### src/rtl/can_errstat_pkg.sv
`timescale 1ns/1ps
package can_errstat_pkg;

    localparam int KIND_CNT   = 6;
    localparam int KIND_STUFF = 0;
    localparam int KIND_FORM  = 1;
    localparam int KIND_NOACK = 2;
    localparam int KIND_BIT1  = 3;
    localparam int KIND_BIT0  = 4;
    localparam int KIND_CRC   = 5;

    typedef enum logic [2:0] {
        ERR_NONE  = 3'b000,
        ERR_STUFF = 3'b001,
        ERR_FORM  = 3'b010,
        ERR_NOACK = 3'b011,
        ERR_BIT1  = 3'b100,
        ERR_BIT0  = 3'b101,
        ERR_CRC   = 3'b110,
        ERR_IDLE  = 3'b111
    } err_code_e;

    typedef struct packed {
        logic      hit;
        err_code_e code;
    } err_evt_t;

    // Map a strobe position to its code.
    function automatic err_code_e kind_to_code(logic [2:0] k);
        case (k)
            3'd0:    return ERR_STUFF;
            3'd1:    return ERR_FORM;
            3'd2:    return ERR_NOACK;
            3'd3:    return ERR_BIT1;
            3'd4:    return ERR_BIT0;
            3'd5:    return ERR_CRC;
            default: return ERR_IDLE;
        endcase
    endfunction

    // Strobe position holding priority rank r (0 = highest).
    function automatic logic [2:0] kind_at_rank(logic [2:0] r);
        case (r)
            3'd0:    return 3'(KIND_BIT0);
            3'd1:    return 3'(KIND_STUFF);
            3'd2:    return 3'(KIND_CRC);
            3'd3:    return 3'(KIND_NOACK);
            3'd4:    return 3'(KIND_FORM);
            default: return 3'(KIND_BIT1);
        endcase
    endfunction

    // Field accepts a new error only in these two states.
    function automatic logic is_open(err_code_e c);
        return (c == ERR_NONE) || (c == ERR_IDLE);
    endfunction

endpackage

### src/rtl/can_err_prio_sel.sv
`timescale 1ns/1ps
module can_err_prio_sel
    import can_errstat_pkg::*;
#(
    parameter int NUM_CTR = 3
) (
    input  logic                        clk_i,
    input  logic                        rst_i,
    input  logic [NUM_CTR*KIND_CNT-1:0] flags_i,
    output err_evt_t                    evt_o
);

    localparam int FLAG_W = NUM_CTR * KIND_CNT;

    logic [KIND_CNT-1:0][NUM_CTR-1:0] column;
    logic [KIND_CNT-1:0]              kind_any;

    // Gather each kind across all centers, then OR it down.
    for (genvar k = 0; k < KIND_CNT; k++) begin : g_kind
        for (genvar c = 0; c < NUM_CTR; c++) begin : g_ctr
            assign column[k][c] = flags_i[c*KIND_CNT + k];
        end
        assign kind_any[k] = |column[k];
    end

    // Walk from lowest rank to highest so the highest match is kept.
    always_comb begin
        evt_o.hit  = |kind_any;
        evt_o.code = ERR_IDLE;
        for (int r = KIND_CNT - 1; r >= 0; r--) begin
            if (kind_any[kind_at_rank(3'(r))]) begin
                evt_o.code = kind_to_code(kind_at_rank(3'(r)));
            end
        end
    end

    // a hit always selects a real error code
    a_r3_hit_is_error: assert property (@(posedge clk_i) disable iff (rst_i)
        evt_o.hit |-> !is_open(evt_o.code));

    // no strobes means no event
    a_r2_quiet_no_hit: assert property (@(posedge clk_i) disable iff (rst_i)
        (flags_i == FLAG_W'(0)) |-> !evt_o.hit);

endmodule

### src/rtl/can_err_field_reg.sv
`timescale 1ns/1ps
module can_err_field_reg
    import can_errstat_pkg::*;
(
    input  logic      clk_i,
    input  logic      rst_i,
    input  err_evt_t  evt_i,
    input  logic      frame_clean_i,
    input  logic      rd_i,
    input  logic      swint_mode_i,
    output err_code_e code_o,
    output logic      load_o
);

    err_code_e code_q;
    logic      open_w;
    logic      err_take;
    logic      clean_take;
    logic      rd_clear;

    assign open_w     = is_open(code_q);
    assign err_take   = evt_i.hit && open_w;
    assign clean_take = frame_clean_i && (code_q == ERR_IDLE) && !evt_i.hit;
    assign rd_clear   = rd_i && !swint_mode_i;

    // Events judged on the held value win over the read clear.
    always_ff @(posedge clk_i) begin
        if (rst_i) begin
            code_q <= ERR_IDLE;
        end else if (err_take) begin
            code_q <= evt_i.code;
        end else if (clean_take) begin
            code_q <= ERR_NONE;
        end else if (rd_clear) begin
            code_q <= ERR_IDLE;
        end
    end

    assign code_o = code_q;
    assign load_o = err_take;

    // a pending code survives every strobe until a clearing read
    a_r4_pending_hold: assert property (@(posedge clk_i) disable iff (rst_i)
        (!is_open(code_q) && !(rd_i && !swint_mode_i)) |=> $stable(code_q));

    // plain read with nothing else pending returns to 111b
    a_r5_read_clears: assert property (@(posedge clk_i) disable iff (rst_i)
        (rd_i && !swint_mode_i && !evt_i.hit && !frame_clean_i) |=> (code_q == ERR_IDLE));

    // read in software-interrupt mode keeps the code
    a_r5_swint_keeps: assert property (@(posedge clk_i) disable iff (rst_i)
        (rd_i && swint_mode_i && !evt_i.hit && !frame_clean_i) |=> $stable(code_q));

    // clean frame from 111b yields 000b
    a_r6_clean_from_idle: assert property (@(posedge clk_i) disable iff (rst_i)
        (frame_clean_i && !evt_i.hit && (code_q == ERR_IDLE)) |=> (code_q == ERR_NONE));

endmodule

### src/rtl/can_txs_flag_reg.sv
`timescale 1ns/1ps
module can_txs_flag_reg (
    input  logic clk_i,
    input  logic rst_i,
    input  logic tx_ok_i,
    input  logic wr_en_i,
    input  logic wr_data_i,
    output logic flag_o,
    output logic sw_rise_o
);

    logic flag_q;

    // Hardware success overrides any software write in the same cycle.
    always_ff @(posedge clk_i) begin
        if (rst_i) begin
            flag_q <= 1'b0;
        end else if (tx_ok_i) begin
            flag_q <= 1'b1;
        end else if (wr_en_i) begin
            flag_q <= wr_data_i;
        end
    end

    assign flag_o    = flag_q;
    assign sw_rise_o = wr_en_i && wr_data_i && !flag_q;

    // success always leaves the flag set
    a_r8_tx_sets: assert property (@(posedge clk_i) disable iff (rst_i)
        tx_ok_i |=> flag_o);

    // write of 0 without a success clears the flag
    a_r9_wr_zero: assert property (@(posedge clk_i) disable iff (rst_i)
        (wr_en_i && !wr_data_i && !tx_ok_i) |=> !flag_o);

endmodule

### src/rtl/can_stat_irq.sv
`timescale 1ns/1ps
module can_stat_irq (
    input  logic clk_i,
    input  logic rst_i,
    input  logic err_load_i,
    input  logic err_ie_i,
    input  logic tx_ok_i,
    input  logic sw_rise_i,
    input  logic stat_ie_i,
    input  logic rd_i,
    output logic irq_o
);

    logic irq_q;
    logic set_w;

    assign set_w = (err_load_i && err_ie_i) || ((tx_ok_i || sw_rise_i) && stat_ie_i);

    always_ff @(posedge clk_i) begin
        if (rst_i) begin
            irq_q <= 1'b0;
        end else if (set_w) begin
            irq_q <= 1'b1;
        end else if (rd_i) begin
            irq_q <= 1'b0;
        end
    end

    assign irq_o = irq_q;

    // an enabled recorded error raises the request
    a_r7_err_raises: assert property (@(posedge clk_i) disable iff (rst_i)
        (err_load_i && err_ie_i) |=> irq_o);

    // request persists without a read
    a_r10_sticky: assert property (@(posedge clk_i) disable iff (rst_i)
        (irq_o && !rd_i) |=> irq_o);

    // read with no source drops the request
    a_r10_read_drops: assert property (@(posedge clk_i) disable iff (rst_i)
        (rd_i && !err_load_i && !tx_ok_i && !sw_rise_i) |=> !irq_o);

endmodule

### src/rtl/can_errstat_latch.sv
`timescale 1ns/1ps
module can_errstat_latch
    import can_errstat_pkg::*;
#(
    parameter int NUM_CTR = 3
) (
    input  logic                        clk_i,
    input  logic                        rst_i,
    input  logic [NUM_CTR*KIND_CNT-1:0] err_flags_i,
    input  logic                        frame_clean_i,
    input  logic                        tx_ok_i,
    input  logic                        stat_rd_i,
    input  logic                        swint_mode_i,
    input  logic                        txs_wr_en_i,
    input  logic                        txs_wr_data_i,
    input  logic                        err_ie_i,
    input  logic                        stat_ie_i,
    output logic [2:0]                  err_code_o,
    output logic                        txs_o,
    output logic                        irq_o
);

    err_evt_t  evt;
    err_code_e code;
    logic      err_load;
    logic      sw_rise;

    can_err_prio_sel #(.NUM_CTR(NUM_CTR)) u_sel (
        .clk_i   (clk_i),
        .rst_i   (rst_i),
        .flags_i (err_flags_i),
        .evt_o   (evt)
    );

    can_err_field_reg u_field (
        .clk_i         (clk_i),
        .rst_i         (rst_i),
        .evt_i         (evt),
        .frame_clean_i (frame_clean_i),
        .rd_i          (stat_rd_i),
        .swint_mode_i  (swint_mode_i),
        .code_o        (code),
        .load_o        (err_load)
    );

    can_txs_flag_reg u_txs (
        .clk_i     (clk_i),
        .rst_i     (rst_i),
        .tx_ok_i   (tx_ok_i),
        .wr_en_i   (txs_wr_en_i),
        .wr_data_i (txs_wr_data_i),
        .flag_o    (txs_o),
        .sw_rise_o (sw_rise)
    );

    can_stat_irq u_irq (
        .clk_i      (clk_i),
        .rst_i      (rst_i),
        .err_load_i (err_load),
        .err_ie_i   (err_ie_i),
        .tx_ok_i    (tx_ok_i),
        .sw_rise_i  (sw_rise),
        .stat_ie_i  (stat_ie_i),
        .rd_i       (stat_rd_i),
        .irq_o      (irq_o)
    );

    assign err_code_o = code;

    // rewriting 1 over a set flag stays silent
    a_r9_redundant_write: assert property (@(posedge clk_i) disable iff (rst_i)
        (!irq_o && txs_o && txs_wr_en_i && txs_wr_data_i && !tx_ok_i && !err_load)
        |=> !irq_o);

endmodule

### config.mk
export PLATFORM = sky130hd
export DESIGN_NAME = can_errstat_latch
export DESIGN_NICKNAME = d
export VERILOG_FILES = /design/src/rtl/can_errstat_pkg.sv /design/src/rtl/can_err_prio_sel.sv /design/src/rtl/can_err_field_reg.sv /design/src/rtl/can_txs_flag_reg.sv /design/src/rtl/can_stat_irq.sv /design/src/rtl/can_errstat_latch.sv
export SDC_FILE = /design/constraint.sdc
export NUM_CORES = 1
export LEC_CHECK = 0
export ABC_CLOCK_PERIOD_IN_PS = 2900
export BUFFER_PORTS_ARGS = -buffer_cell sky130_fd_sc_hd__buf_2
export CAP_MARGIN = 20
export CORE_AREA = 3 3 40 42
export DETAILED_ROUTE_END_ITERATION = 16
export DIE_AREA = 0 0 43 45
export PLACE_DENSITY_LB_ADDON = 0.3
export SLEW_MARGIN = 20
export SYNTH_ARGS = -nofsm -noshare
export SYNTH_HDL_FRONTEND = slang
export SYNTH_SLANG_ARGS = --single-unit
### constraint.sdc
create_clock -name clk_i -period 2.9 [get_ports clk_i]
set_input_delay 0.29 -clock clk_i [delete_from_list [all_inputs] [get_ports clk_i]]
set_output_delay 0.29 -clock clk_i [all_outputs]
set_load 0.1 [all_outputs]
* After elaboration in Yosys (flattened, before gate mapping) *
Index checks and enable logic that the tools add are counted.

word-level totals
  bits in registers = 5
  logic and storage cells = 90
  output and inout port bits = 5

cells by class
  equality and inequality tests = 31
  reduce and logical (&&, ||, !) cells = 31
  multiplexer cells = 25

operators with widths
  operator                                             count
  one-hot mux 3 bit (6 select lines)                   6
  two-way mux 3 bit                                    15
  equality test 3 bit, second input constant           13
  equality test 3 x 2 -> 1 bit, second input constant  12
  logical NOT 3 bit                                    7
  equality test 3 x 1 -> 1 bit, second input constant  6
  OR reduction 18 bit                                  1
  OR reduction 3 bit                                   6
  logical AND 1 bit                                    8
  two-way mux 1 bit                                    4
  nonzero test 2 bit                                   2
  logical NOT 1 bit                                    3
  logical OR 1 bit                                     3
  nonzero test 3 bit                                   1

* Longest topological paths before layout *
  word-level depth = 11
  depth in mapped cells = 5

* Modules after synthesis *
From an unflattened synthesis, not the netlist that was laid out.

unflattened totals
  cells, all modules = 42
  area total of the unflattened synthesis = 369.1 µm²

modules (own cells, without submodules)
  module             cells each  area an instance (µm²)  instances  seq. area each (µm²)
  can_err_field_reg  16          166.4                   1          60.1
  can_err_prio_sel   15          110.1                   1          0.0
  can_stat_irq       5           48.8                    1          20.0
  can_txs_flag_reg   6           43.8                    1          20.0

* Worst setup path after synthesis *
No wires, ideal clock.

  kind = reg-to-reg
  start = reg u_field.code_q[0], in the netlist u_field.code_o[0]
  end = reg u_field.code_q[2], in the netlist u_field.code_o[2]
  buffers on the path = 0
  period minus slack after synthesis = 1.839 ns
  path slack = 1.061 ns
  stages on the path, launching flop included = 4
  library setup time = 0.138 ns
  data required time = 2.762 ns
  arrival = 1.700 ns
  cells stage by stage = dfxtp_1 > nand4_1 > o41ai_4 > o221ai_1

between the ends
  cells in the longest elaborated chain, start to end = 5
  elaborated cells on any way between the ends = 9
  classes of those cells = eq/ne (1); mux (2); reduce/logical (6)

ends and longest elaborated chain
  what                            line                                            source
  start, declared                 can_err_field_reg.sv:15                         err_code_e code_q;
  start signal, assigned          can_err_field_reg.sv:31                         code_q <= evt_i.code;
  equality test 3 bit             can_errstat_pkg.sv:55, can_err_field_reg.sv:23
  logical AND 1 bit (2 in a row)  can_err_field_reg.sv:23                         assign clean_take = frame_clean_i && (code_q == ERR_IDLE) && !evt_i.hit;
  two-way mux 3 bit               can_err_field_reg.sv:32                         end else if (clean_take) begin
  two-way mux 3 bit               can_err_field_reg.sv:30                         end else if (err_take) begin

Parallel ways exist; a longest one is shown, timed or not.
A chain may end at the register's enable or synchronous reset.

* Final worst setup path *
  start = in err_flags_i[4]
  end = reg u_field.code_q[2], in the netlist u_field.code_o[2]

between the ends
  cells in the longest elaborated chain, start to end = 5
  elaborated cells on any way between the ends = 9
  classes of those cells = mux (3); reduce/logical (6)

ends and longest elaborated chain
  what                 line                     source
  start, declared      can_errstat_latch.sv:9   input logic [NUM_CTR*KIND_CNT-1:0] err_flags_i,
  OR reduction 18 bit  can_err_prio_sel.sv:28   evt_o.hit = |kind_any;
  logical NOT 1 bit    can_err_field_reg.sv:23
  logical AND 1 bit    can_err_field_reg.sv:23
  two-way mux 3 bit    can_err_field_reg.sv:32
  two-way mux 3 bit    can_err_field_reg.sv:30

Parallel ways exist; a longest one is shown, timed or not.

==> results.cfg <==
[global_route]
antenna_found_initial = 0
grt_max_degree = 7
grt.total_usage = 0.114
grt_remaining_overflow = 0
grt_pass1_vias = 434
grt_pass1_wl_um = 1640

[yosys]
avgSynthCellArea_um2 = 8.96
synthDistinctLibCells = 26
yosys_warnings = 0
syn-num-nets = 71
synthCells = 43
synth.area.top_cells = dfxtp_1 26%, o41ai_4 7.1%, o31ai_4 5.5%
synth_seq_cells = 5
synth_largest_type_area_fraction = 0.260
syn_area_um2 = 385
ys_seq_area_frac = 0.260
yosys.area.top_type = dfxtp_1

[critical_path]
end_kind = flip-flop
crit_path_top_delay_cell = o41ai_4
crit_chain = buf_2 -> or3_4 -> nand2b_4 -> o41ai_4 -> o221ai_1
r2r_cells = 5
r2r_slack_ps = 1520
path_class = input port to flip-flop
arrival_ps = 1510
critPathRequiredTime_ps = 3000
crit_fanout = 3
cpPeakStageDelay_ps = 400
setup.worst_path.start_class = input port

[floorplanning]
die_area_um2 = 1940
start_util = 0.300
die_w_um = 43
coreArea_um2 = 1280
fp.dieH_um = 45
rows = 13
io-pin-count = 33

[cts]
cts_resized = 0
cts_setup_buffers = 0
path_clk_slew_ps = 40
cts_htree_levels = 1
clock_latency_ps = 240
cts_buffers = 3
cts_tree = built
root_buffer = clkbuf_4
clock-sinks = 5
clock_path_buffers = 2
cts_hold_buf = 0

[timing]
hold_violations = 0
maxSlewHeadroom = 0.678
worst_pin_slew_ps = 486
finalMaxSlewViolations = 0
setup-violations-final = 0
fin_setup_tns_ps = 0
max_freq_ghz = 0.707
finalCritPeriodShare = 0.488
rsz0062_at_grt = no
fin_worst_skew_ps = 1.83
layout_min_cycle_time_ps = 1410
finalWorstSetupSlack_ps = 1490

[routing]
dr.first_iter.drc_count = 5
wl_um = 996
avgRoutedWirePerCell_um = 10.6
viasPerCell = 4.88
wl_met1_um = 404
dr_wl_met2_um = 476
vias = 459
dr.pass1.iters = 2
wl_met3_um = 115
final_antenna_net_count = 0
highest_layer = met3
drcViolationCount = 0

[placement]
io_buffers = 32
gp_congestion = 0.758
hpwl_um = 859
pre_cts_ws_ps = 1230

[pwr]
irDropWorstVdd_v = 0.000319
power_density_nw_per_um2 = 932
p_leak_nw = 0.288

[status]
outcome = finished clean

[min_path]
hp-class = input port to flip-flop
holdPathStages = 2

[cells_and_area]
fin_nets = 108
multi_input_area_um2 = 278
seq_area_um2 = 100
antenna_cells = 0
syn_to_final_growth_pct = 53.2
n_fill_cell = 139
drive_gt1_frac = 0.544

[job]
maxCapViolations = 0
==> worst max-delay path: cells and delay by family <==
kind | cells | cell delay [ps]
simple gates | 2 | 560
buf+inv | 1 | 100
compound gates | 2 | 570
==> per-layer routing <==
metal  vias up  track usage
li1        238            -
met3         0       0.0279
met1       198        0.119
met4         0       0.0723
met5         -            0
met2        23        0.207
==> flip-flops by register name, summed over array words and instances (netlist names) <==
signal,count
u_irq.irq_o,1
u_field.code_o,3
u_txs.flag_o,1
==> final timing paths <==
kind                                         from                 to
worst min register to register        u_irq.irq_o        u_irq.irq_o
worst max-delay path               err_flags_i[4]  u_field.code_o[2]
worst min-delay path                        rst_i        u_irq.irq_o
worst max register to register  u_field.code_o[2]  u_field.code_o[2]
==> metrics by stage <==
stage / instance area (µm²) / cells / hold slack, ps / power, mW / utilization
2_1_floorplan: 385 / 43 / 359 / 0.407 / -
3_3_place_gp: 564 / 90 / 466 / 0.467 / 0.439
3_5_place_dp: 564 / 90 / 469 / 0.473 / 0.439
4_1_cts: 591 / 94 / 285 / 0.556 / 0.460
5_1_grt: 591 / 94 / 306 / 0.583 / 0.460
6_report: 591 / 94 / 294 / 0.550 / 0.460
==> report_power, final <==
group	internal [mW]	leakage [nW]	switching, mW
clock network	0.0520	0.0150	0.0281
logic	0.0974	0.231	0.255
registers	0.0932	0.0417	0.0247
total	0.243	0.288	0.308
==> final cells by class <==
class,instances,share of cell area
clock buffers,4,0.0445
well taps,15,0.0318
inverters,2,0.0127
multi-input cells,36,0.470
repair buffers,32,0.271
flip-flops and latches,5,0.169
==> cells in the final DEF, fill, tap and decap left out, types with 2 or more instances in the layout <==
master    netlist  final
or3_1           2      2
nor2_1          3      3
nand2_1         4      4
inv_1           2      2
a31oi_1         3      3
dfxtp_1         5      5
nor3_1          3      3
a21oi_1         2      2
buf_2           0     32
nand2b_1        2      2
clkbuf_4        0      3
==> cell usage after synthesis, drive strengths merged <==
cell type	n
dfxtp	5
nor3	5
nand2	4
a31oi	3
nand2b	3
nor2	3
or3	3
a21oi	2
inv	2
nand3	2
o21ai	2
o41ai	2
and2b	1
mux2i	1
nand4	1
nor2b	1
o221ai	1
o311ai	1
o31ai	1
==> kinds of logic (layout without fill, tap and decap cells) <==
family / Yosys count / count (layout) / synth area share
and+or+nand+nor: 23 / 23 / 0.399
DFF: 5 / 5 / 0.260
muxes: 1 / 1 / 0.0260
buffers and inverters: 2 / 38 / 0.0195
AOI/OAI and AO/OA: 12 / 12 / 0.295
Note: power is estimated with default switching activity, not from simulation.
